==> config.mk <==
export PLATFORM = sky130hd
export DESIGN_NAME = rct_req_tracker
export DESIGN_NICKNAME = d
export VERILOG_FILES = /design/src/rtl/rct_pkg.sv /design/src/rtl/rct_waitset.sv /design/src/rtl/rct_seen.sv /design/src/rtl/rct_w1c_flags.sv /design/src/rtl/rct_req_tracker.sv
export SDC_FILE = /design/constraint.sdc
export NUM_CORES = 1
export LEC_CHECK = 0
export CAP_MARGIN = 15
export CORE_UTILIZATION = 39
export CTS_CLUSTER_SIZE = 8
export DETAILED_ROUTE_END_ITERATION = 8
export GPL_TIMING_DRIVEN = 1
export PLACE_DENSITY = 0.77
export SYNTH_ARGS = -nofsm -noshare
export SYNTH_HDL_FRONTEND = slang
export SYNTH_HIERARCHICAL = 1
export SYNTH_SLANG_ARGS = --single-unit
==> constraint.sdc <==
create_clock -name clk -period 2.45 [get_ports clk]
set_input_delay 0.49 -clock clk [delete_from_list [all_inputs] [get_ports clk]]
set_output_delay 0.49 -clock clk [all_outputs]
set_load 0.01 [all_outputs]
==> src/rtl/rct_pkg.sv <==
package rct_pkg;
   localparam int EV_W = 12;

   localparam int EV_CMD    = 0;
   localparam int EV_PROG   = 1;
   localparam int EV_STOP   = 2;
   localparam int EV_XFER   = 3;
   localparam int EV_DMA    = 4;
   localparam int EV_TXREQ  = 5;
   localparam int EV_RXREQ  = 6;
   localparam int EV_RSPCRC = 7;
   localparam int EV_RDCRC  = 8;
   localparam int EV_WRCRC  = 9;
   localparam int EV_RSPTMO = 10;
   localparam int EV_RDTMO  = 11;

   typedef logic [EV_W-1:0] ev_t;

   localparam ev_t TMO_BITS = ev_t'((1 << EV_RSPTMO) | (1 << EV_RDTMO));
   localparam ev_t ERR_BITS = ev_t'((1 << EV_RSPCRC) | (1 << EV_RDCRC) |
                                    (1 << EV_WRCRC)) | TMO_BITS;

   typedef struct packed {
      logic busy;
      logic data;
      logic multi;
      logic write;
      logic stream;
      logic dma;
   } req_attr_t;
endpackage

==> src/rtl/rct_waitset.sv <==
module rct_waitset
   import rct_pkg::*;
#(
   parameter int HAS_DMA = 1
) (
   input  req_attr_t attr,
   output ev_t       wait_new
);
   logic dma_sel;

   generate
      if (HAS_DMA != 0 && HAS_DMA != 1) begin : g_bad
         $error("rct_waitset: HAS_DMA must be 0 or 1");
      end
      if (HAS_DMA == 1) begin : g_dma
         assign dma_sel = attr.dma;
      end else begin : g_pio
         assign dma_sel = 1'b0;
      end
   endgenerate

   always_comb begin
      wait_new         = '0;
      wait_new[EV_CMD] = 1'b1;
      if (attr.busy)
         wait_new[EV_PROG] = 1'b1;
      if (attr.data) begin
         if (attr.write)
            wait_new[EV_PROG] = 1'b1;
         if (attr.multi)
            wait_new[EV_STOP] = 1'b1;
         if (!attr.stream)
            wait_new[EV_XFER] = 1'b1;
         if (dma_sel)
            wait_new[EV_DMA] = 1'b1;
         else if (attr.write)
            wait_new[EV_TXREQ] = 1'b1;
         else
            wait_new[EV_RXREQ] = 1'b1;
      end
   end
endmodule

==> src/rtl/rct_seen.sv <==
module rct_seen
   import rct_pkg::*;
(
   input  logic clk,
   input  logic rst_n,
   input  logic clr,
   input  ev_t  ev_act,
   input  ev_t  wait_q,
   output ev_t  seen_q,
   output logic covered
);
   ev_t seen_next;

   assign seen_next = seen_q | ev_act;
   assign covered   = ((seen_next & wait_q) == wait_q);

   always_ff @(posedge clk) begin
      if (!rst_n)
         seen_q <= '0;
      else if (clr)
         seen_q <= '0;
      else
         seen_q <= seen_next;
   end
endmodule

==> src/rtl/rct_w1c_flags.sv <==
module rct_w1c_flags #(
   parameter int W = 12
) (
   input  logic         clk,
   input  logic         rst_n,
   input  logic [W-1:0] set_bits,
   input  logic         clr_we,
   input  logic [W-1:0] clr_bits,
   output logic [W-1:0] flags_q
);
   generate
      for (genvar i = 0; i < W; i++) begin : g_bit
         always_ff @(posedge clk) begin
            if (!rst_n)
               flags_q[i] <= 1'b0;
            else if (set_bits[i])
               flags_q[i] <= 1'b1;
            else if (clr_we && clr_bits[i])
               flags_q[i] <= 1'b0;
         end
      end
   endgenerate
endmodule

==> src/rtl/rct_req_tracker.sv <==
module rct_req_tracker
   import rct_pkg::*;
#(
   parameter int HAS_DMA = 1
) (
   input  logic            clk,
   input  logic            rst_n,
   input  logic            issue,
   input  logic            cmd_busy,
   input  logic            has_data,
   input  logic            multi_blk,
   input  logic            dir_write,
   input  logic            stream_mode,
   input  logic            use_dma,
   input  logic [EV_W-1:0] ev_in,
   input  logic            flag_clr_we,
   input  logic [EV_W-1:0] flag_clr_bits,
   output logic            active,
   output logic [EV_W-1:0] wait_set,
   output logic [EV_W-1:0] seen_set,
   output logic [EV_W-1:0] irq_mask,
   output logic [EV_W-1:0] flags,
   output logic            done_ok,
   output logic            done_err,
   output logic            err_timeout,
   output logic            reject,
   output logic            spurious
);
   localparam ev_t MASK_ALL = '1;

   req_attr_t attr;
   ev_t       wait_new, wait_q, mask_q, ev_act, seen_q;
   logic      active_q, issue_ok, err_hit, ok_hit, finish, covered;
   logic      ok_q, err_q, tmo_q, rej_q, spur_q;

   assign attr = '{busy: cmd_busy, data: has_data, multi: multi_blk,
                   write: dir_write, stream: stream_mode, dma: use_dma};

   rct_waitset #(.HAS_DMA(HAS_DMA)) u_waitset (
      .attr     (attr),
      .wait_new (wait_new)
   );

   assign issue_ok = issue & ~active_q;
   assign ev_act   = active_q ? ev_in : '0;
   assign err_hit  = |(ev_act & ERR_BITS);
   assign ok_hit   = active_q & ~err_hit & covered;
   assign finish   = err_hit | ok_hit;

   rct_seen u_seen (
      .clk     (clk),
      .rst_n   (rst_n),
      .clr     (issue_ok | finish),
      .ev_act  (ev_act),
      .wait_q  (wait_q),
      .seen_q  (seen_q),
      .covered (covered)
   );

   rct_w1c_flags #(.W(EV_W)) u_flags (
      .clk      (clk),
      .rst_n    (rst_n),
      .set_bits (ev_act),
      .clr_we   (flag_clr_we),
      .clr_bits (flag_clr_bits),
      .flags_q  (flags)
   );

   always_ff @(posedge clk) begin
      if (!rst_n) begin
         active_q <= 1'b0;
         wait_q   <= '0;
         mask_q   <= MASK_ALL;
      end else if (issue_ok) begin
         active_q <= 1'b1;
         wait_q   <= wait_new;
         mask_q   <= ~(ERR_BITS | wait_new);
      end else if (finish) begin
         active_q <= 1'b0;
         wait_q   <= '0;
         mask_q   <= MASK_ALL;
      end
   end

   always_ff @(posedge clk) begin
      if (!rst_n) begin
         ok_q   <= 1'b0;
         err_q  <= 1'b0;
         tmo_q  <= 1'b0;
         rej_q  <= 1'b0;
         spur_q <= 1'b0;
      end else begin
         ok_q   <= ok_hit;
         err_q  <= err_hit;
         tmo_q  <= err_hit & (|(ev_act & TMO_BITS));
         rej_q  <= issue & active_q;
         spur_q <= ~active_q & (|ev_in);
      end
   end

   assign active      = active_q;
   assign wait_set    = wait_q;
   assign seen_set    = seen_q;
   assign irq_mask    = mask_q;
   assign done_ok     = ok_q;
   assign done_err    = err_q;
   assign err_timeout = tmo_q;
   assign reject      = rej_q;
   assign spurious    = spur_q;
endmodule

======== After elaboration in Yosys (flattened, before gate mapping) ========
Cells that the tools add are included.
operators by class
  equal/unequal tests ..................... 1
  muxes and demuxes ....................... 40
  bitwise logic cells ..................... 14
  reduce and logical (&&, ||, !) cells .... 29
operators by type and width
  kind                     count
  two-way mux 12 bit       3
  two-way mux 1 bit        33
  nonzero test 2 bit       13
  two-way mux 7 bit        2
  AND 12 x 7 -> 12 bit     1
  == test 12 x 7 -> 1 bit  1
  logical AND 1 bit        12
  inverter 12 bit          1
  OR 12 bit                1
  OR reduction 12 bit      1
  AND 1 bit                6
  two-way mux 6 bit        1
  OR reduction 5 bit       1
  OR reduction 2 bit       2
  inverter 1 bit           3
  two-way mux 2 bit        1
  OR 1 bit                 2
storage, ports and cells
  register bits after elaboration ......... 49
  input port bits ......................... 34
  output and inout port bits .............. 54
  logic and storage cells ................. 105

======== Logic depth before layout (Yosys ltp) ========
Gate-level depths: netlist (run 1).
  word-level depth ........................ 8
  gate-level depth with buffers ........... 12
  depth with buffers taken out ............ 8

======== Hierarchy ========
The synthesis (run 1) kept the hierarchy.
modules (own cells, without submodules)
  module           instances  cells an instance  area an instance (um^2)  sequential area each (um^2)
  rct_req_tracker  1          144                1217.4                   520.5
  rct_w1c_flags    1          50                 501.7                    240.2
  rct_seen         1          51                 440.4                    240.2
  rct_waitset      1          14                 102.6                    0.0

======== Worst setup path after synthesis (run 1) ========
No wires, ideal clock.
  kind .................................... register -> register
  start point ............................. reg active_q (netlist: active)
  end point ............................... reg u_seen.seen_q[0]
  library setup time ...................... 0.127 ns
  arrival ................................. 2.475 ns
  required time ........................... 2.323 ns
  setup slack ............................. -0.152 ns
  cell stages (with the launch flop) ...... 13
  path buffers ............................ 4
  clock period less this slack ............ 2.602 ns
  path through ............................ dfxtp_1 > clkbuf_1 > clkbuf_1 > and2_1 > nor2_1 > a2111oi_0 > and3_1 > or3_1 > buf_2 > and2_1 > nand2b_1 > clkbuf_1 > nor2_1
between the ends
  cells in the longest elaborated chain, start to end .. 8
  elaborated cells on any way between the ends .. 13
  those cells by class .................... 1 x eq/ne; 1 x mux; 9 x bitwise; 2 x reduce/logical
ends and longest elaborated chain
  what                          line                   text
  start: declaration            rct_req_tracker.sv:33  logic active_q, issue_ok, err_hit, ok_hit, finish, covered;
  start signal: assignment      rct_req_tracker.sv:71  active_q <= 1'b0;
  start signal: assignment      rct_req_tracker.sv:75  active_q <= 1'b1;
  start signal: assignment      rct_req_tracker.sv:79  active_q <= 1'b0;
  two-way mux 12 bit            rct_req_tracker.sv:45  assign ev_act = active_q ? ev_in : '0;
  via ev_act[8]                 rct_req_tracker.sv:32  ev_t wait_new, wait_q, mask_q, ev_act, seen_q;
  OR 12 bit                     rct_seen.sv:14         assign seen_next = seen_q | ev_act;
  AND 12 x 7 -> 12 bit          rct_seen.sv:15         assign covered = ((seen_next & wait_q) == wait_q);
  == test 12 x 7 -> 1 bit       rct_seen.sv:15
  via covered                   rct_req_tracker.sv:33
  AND 1 bit                     rct_req_tracker.sv:47  assign ok_hit = active_q & ~err_hit & covered;
  OR 1 bit                      rct_req_tracker.sv:48  assign finish = err_hit | ok_hit;
  OR 1 bit                      rct_req_tracker.sv:53  .clr (issue_ok | finish),
  OR reduction 2 bit (no line)  n/a
  end signal: assignment        rct_seen.sv:23         seen_q <= seen_next;
  end: declaration              rct_seen.sv:9          output ev_t seen_q,
The timed path passes the listed nets, and every way through them passes these cells.
A chain may end at the register's enable or synchronous reset.

======== Worst setup path in the final report (run 1) ========
  start point ............................. in ev_in[10]
  end point ............................... reg u_seen.seen_q[1]
between the ends
  cells in the longest elaborated chain, start to end .. 8
  elaborated cells on any way between the ends .. 11
  those cells by class .................... 1 x eq/ne; 1 x mux; 7 x bitwise; 2 x reduce/logical
ends and longest elaborated chain
  what                          line                   text
  start: declaration            rct_req_tracker.sv:15  input logic [EV_W-1:0] ev_in,
  two-way mux 12 bit            rct_req_tracker.sv:45
  via ev_act[10]                rct_req_tracker.sv:32
  OR 12 bit                     rct_seen.sv:14
  AND 12 x 7 -> 12 bit          rct_seen.sv:15
  == test 12 x 7 -> 1 bit       rct_seen.sv:15
  via covered                   rct_req_tracker.sv:33
  AND 1 bit                     rct_req_tracker.sv:47
  OR 1 bit                      rct_req_tracker.sv:48
  OR 1 bit                      rct_req_tracker.sv:53
  OR reduction 2 bit (no line)  n/a
The timed path passes the listed nets, and every way through them passes these cells.

==> flow_summary.ini, run 1 <==
[place]
placed_cells = 422
io_buffers = 87
dp_hpwl_mm = 4.62
place_congestion = 0.792

[floorplan]
rows = 27
die_y_um = 78.2
fp.dieW_um = 78.2
die_area_um2 = 6110
io-pin-count = 88
start_util_pct = 40.8
fp.coreArea_um2 = 5540

[setup_path]
cp-start-kind = input pin
cpMostUsedCell = and2_1
crit_required_ps = 2680
critPathSlowestCell = clkdlybuf4s50_1
r2r_cells = 9
cp-end-kind = flop
path_max_fanout = 12
path_cells = clkdlybuf4s50_1, and2_1, nor3b_2, a2111oi_0, and3_1, or3_1, and2_1, nand2b_1, buf_4, nor2_1
crit_path_max_incr_delay_ps = 430
critPathKind = input pin to flop
worst_ep_arrival_time_ps = 2600

[yosys]
synth_warnings = 6
synth-edff-count = 0
syn_inst = 259
ys_seq_area_share_pct = 44.2
async_flop_share_pct = 0
postSynthAreaPerCell_um2 = 8.73
ys_ff_latch = 50
synthFlopType = dfxtp_1
netlist_area_um2 = 2260
yosysUniqueCellTypes = 40

[global_routing]
grt_max_degree = 30
track_usage_pct = 21.1
grt_overflow = 0
first_global_vias = 2094
grt_pass1_wl_mm = 10.2
antenna_found_initial = 0

[status]
status = completed

[sta]
hold_viol_final = 0
relSlewSlack_pct = 56.5
fin_crit_sh_pct = 96.6
worstMarginPinSlew_ps = 651
fmax_mhz = 422
whs_ps = 512
fin_skew_ps = 4.68
slew_violations = 0
tns_ps = 0
setup_viol = 0
min_period_ps = 2370

[finish]
antenna_cells = 0
n_fill_cell = 486
final_common_cell = clkdlybuf4s50_1
final_cells = 430
postLayoutCoreUtil_pct = 61.8
final_nets = 391
area_delta_synth_final_pct = 51.4
layout-drive-gt1-share_pct = 15.1
final_cell_mix = clkdlybuf4s50_1, dfxtp_1, nor2_1

[clocking]
hold_buffers = 0
cts-htree-levels = 2
insertion_delay_ps = 300
numCtsBuffers = 5
clock-sinks = 50
cts_root_buffer = clkbuf_8
postCtsSetupRepairBufs = 0
cts_tree = done
clk_pin_slew_ps = 90
clock_path_buffers = 2

[power_and_ir_drop]
vdd_drop_max_v = 0.000265
leakage_nw = 1.27
power_density_nw_per_um2 = 509

[route]
vias = 2190
postRouteAntennaNets = 0
drt_wl_total_mm = 6.09
drt_iter0_markers = 118
drtPass1Iterations = 4
wire_per_inst_um = 14.2
drc = 0
viasPerCell = 5.09

[hold_path]
whs_path_depth = 2
hold_path_class = flop to flop

[job]
timing.max_cap.violations = 0
==> cell type report <==
class / instances / area, um2 / area share, %
inverter: 15 / 56.3 / 1.64
clock inverter: 1 / 30.0 / 0.877
sequential: 50 / 1000 / 29.3
multi-input combinational: 174 / 1120 / 32.6
tap: 72 / 90.1 / 2.63
timing repair buffer: 111 / 1050 / 30.8
clock buffer: 7 / 76.3 / 2.23
==> through the flow <==
stage,cell area [um2],setup slack [ps],power [mW]
2_1_floorplan,2280,73.1,1.02
5_1_grt,3430,-10.3,1.83
6_report,3430,82.1,1.74
4_1_cts,3390,26.8,1.75
3_5_place_dp,3280,-269,1.19
3_3_place_gp,3280,-247,1.18
==> per-layer routing <==
| layer | wire length (um) | share of wire [%] | up-vias | global-route usage [%] |
|---|---|---|---|---|
| li1 | - | - | 1095 | - |
| met1 | 2850 | 47 | 1017 | 27.9 |
| met2 | 2820 | 46 | 72 | 33.3 |
| met3 | 353 | 5.8 | 6 | 5.70 |
| met4 | 62 | 1.0 | 0 | 6.67 |
| met5 | 0 | 0 | - | 0 |
==> synth_stat cells (2+ instances only) <==
cell type | n | area (um2)
o21ai_1 | 12 | 60.1
a32oi_1 | 6 | 52.6
inv_1 | 14 | 52.6
or2_2 | 2 | 12.5
a31oi_1 | 4 | 25.0
buf_4 | 11 | 82.6
and2_2 | 2 | 15.0
mux2i_1 | 5 | 50.1
o21ai_0 | 6 | 30.0
o22ai_1 | 6 | 37.5
nor2b_1 | 8 | 50.1
dfxtp_1 | 50 | 1000
nand2_1 | 15 | 56.3
nor3b_1 | 9 | 67.6
a2111oi_0 | 3 | 26.3
and2_1 | 14 | 87.6
a31oi_2 | 10 | 125
nand3_1 | 6 | 30.0
nand2b_1 | 3 | 18.8
clkbuf_1 | 11 | 41.3
a21oi_1 | 7 | 35.0
nor4_1 | 3 | 18.8
conb_1 | 2 | 7.51
nor2_1 | 29 | 109
a311oi_1 | 6 | 52.6
==> registers in the layout, summed over array words and instances, names as in the netlist <==
name             flops
reject               1
done_err             1
u_seen/seen_q       12
err_timeout          1
active               1
u_flags/flags_q     12
done_ok              1
wait_set            12
spurious             1
irq_mask             8
==> cells by family after synthesis <==
logic type	share of synthesized area [%]
other	0.332
and+or+nand+nor	23.1
buffers and inverters	8.68
muxes	2.21
AOI/OAI and AO/OA	21.4
DFF	44.2
==> power by group <==
group	switching [mW]	leakage [nW]	internal [mW]
sequential	0.0254	0.408	0.841
combinational	0.134	0.811	0.172
clock	0.264	0.0524	0.306
total	0.424	1.27	1.32
==> timing repair <==
action,4_1_cts,5_1_grt
endpoints found under the hold margin,0,0
gates resized for setup,0,9
endpoints found under the setup margin,0,16
==> path summary, 6_finish.rpt <==
check / startpoint / to / slack [ps]
worst min-delay path: u_seen/seen_q[6] / u_seen/seen_q[6] / 510
worst max-delay path: ev_in[10] / u_seen/seen_q[1] / 80
worst max register to register: active / u_seen/seen_q[1] / 280
worst min register to register: u_seen/seen_q[6] / u_seen/seen_q[6] / 510
==> critical path, delay by kind of cell <==
family / cells / cell delay [ps]
and+or+nand+nor: 7 / 1410
AOI/OAI and AO/OA: 1 / 80
buffers and inverters: 2 / 610
Power figures use the tool's default switching activity.
==> run 2, diff against run 1 <==
ABC_CLOCK_PERIOD_IN_PS = 2450   (was default)
RECOVER_POWER = 50   (was default)
==> flow_summary.ini, run 2 (synthesized netlist as in run 1, its figures left out) <==
[finish]
final_common_cell = dfxtp_1
final_cell_mix = dfxtp_1, clkdlybuf4s50_1, dlygate4sd3_1
layout-drive-gt1-share_pct = 15.1
area_delta_synth_final_pct = 51.4
antenna_cells = 0
multiInputGateArea_um2 = 1120
register_area_um2 = 1000
n_fill_cell = 486
final_nets = 391

[place]
place_congestion = 0.792
dp_hpwl_mm = 4.62
place_ws_ps = -269
io_buffers = 87

[floorplan]
die_y_um = 78.2
die_area_um2 = 6110
io-pin-count = 88
fp.dieW_um = 78.2
fp.coreArea_um2 = 5540
rows = 27
start_util_pct = 40.8

[setup_path]
cp-start-kind = input pin
cp-end-kind = flop
crit_required_ps = 2690
critPathKind = input pin to flop
critPathSlowestCell = clkdlybuf4s50_1
path_cells = clkdlybuf4s50_1, and2_1, nor3b_2, a2111oi_0, and3_1, or3_1, and2_1, nand2b_1, buf_4, nor2_1
crit_path_max_incr_delay_ps = 430
cp_num_buf_inv = 2
crit_family = simple AND/OR/NAND/NOR gates
cpMostUsedCell = and2_1
worst_ep_arrival_time_ps = 2600
path_max_fanout = 12

[clocking]
clock-sinks = 50
clock_path_buffers = 2
clk_pin_slew_ps = 90
numCtsBuffers = 5
cts-htree-levels = 2
hold_buffers = 0
insertion_delay_ps = 300
cts_tree = done
cts_root_buffer = clkbuf_8

[sta]
whs_ps = 506
tns_ps = 0
relSlewSlack_pct = 56.7
hold_viol_final = 0
slew_violations = 0
fin_ws_ps = 86.7
worstMarginPinSlew_ps = 647
fin_crit_sh_pct = 96.5
min_period_ps = 2360
setup_viol = 0
fin_skew_ps = 4.96
fmax_mhz = 423

[global_routing]
grt_util_met3_pct = 5.70
busiest_layer = met2
met2_usage_pct = 33.3
use_met1_pct = 27.9
grt_pass1_wl_mm = 10.2
grt_max_degree = 30
first_global_vias = 2094
grt_overflow = 0
track_usage_pct = 21.1
antenna_found_initial = 0

[route]
postRouteAntennaNets = 0
wire_per_inst_um = 14.2
drt_wl_total_mm = 6.13
drc = 0
vias = 2203
viasPerCell = 5.12
drt_iter0_markers = 97
drtPass1Iterations = 4

[power_and_ir_drop]
power_density_nw_per_um2 = 506
leakage_nw = 1.35
vdd_drop_max_v = 0.000263

[job]
timing.max_cap.violations = 0

[status]
status = completed

[hold_path]
hold_path_class = flop to flop
run 2: final timing paths:
kind,from,endpoint,slack [ps],cells after the start
worst max-delay path,ev_in[10],u_seen/seen_q[1],90,10
worst min-delay path,u_seen/seen_q[2],u_seen/seen_q[2],510,2
worst max register to register,active,u_seen/seen_q[1],280,9
worst min register to register,u_seen/seen_q[2],u_seen/seen_q[2],510,2
run 2: area by class of cell:
class	count	area share, %
clock buffer	7	2.23
clock inverter	1	0.877
inverter	15	1.64
multi-input combinational	174	32.6
sequential	50	29.3
tap	72	2.63
timing repair buffer	111	30.8
run 2: repair_timing:
item / 4_1_cts / 5_1_grt
resized for setup: 0 / 9
endpoints found under the setup margin: 0 / 16
hold endpoints to repair: 0 / 0
setup buffers: 0 / 0
run 2: worst min-delay path: stages, from the launching register on:
cell and delay, ps:
dfxtp_1 330, nor2_1 60, nor2_1 90
run 2: layer usage:
layer	part of all wire (%)	wire length, um
met5	0	0
met3	5.9	361
met4	1.3	79
met2	46	2830
met1	47	2860
run 2: stage by stage:
| step | area (um2) | total power, mW | utilization, % | std cells |
|---|---|---|---|---|
| after floorplan | 2280 | 1.02 | - | 263 |
| after CTS | 3390 | 1.75 | 61.1 | 430 |
| after global placement | 3280 | 1.18 | 59.2 | 422 |
| final | 3430 | 1.73 | 61.8 | 430 |
| after global routing | 3430 | 1.82 | 61.8 | 430 |
| after detailed placement | 3280 | 1.19 | 59.2 | 422 |
run 2: power breakdown:
part | switching, mW | internal [mW]
Clock | 0.267 | 0.306
Combinational | 0.133 | 0.164
Sequential | 0.0243 | 0.841
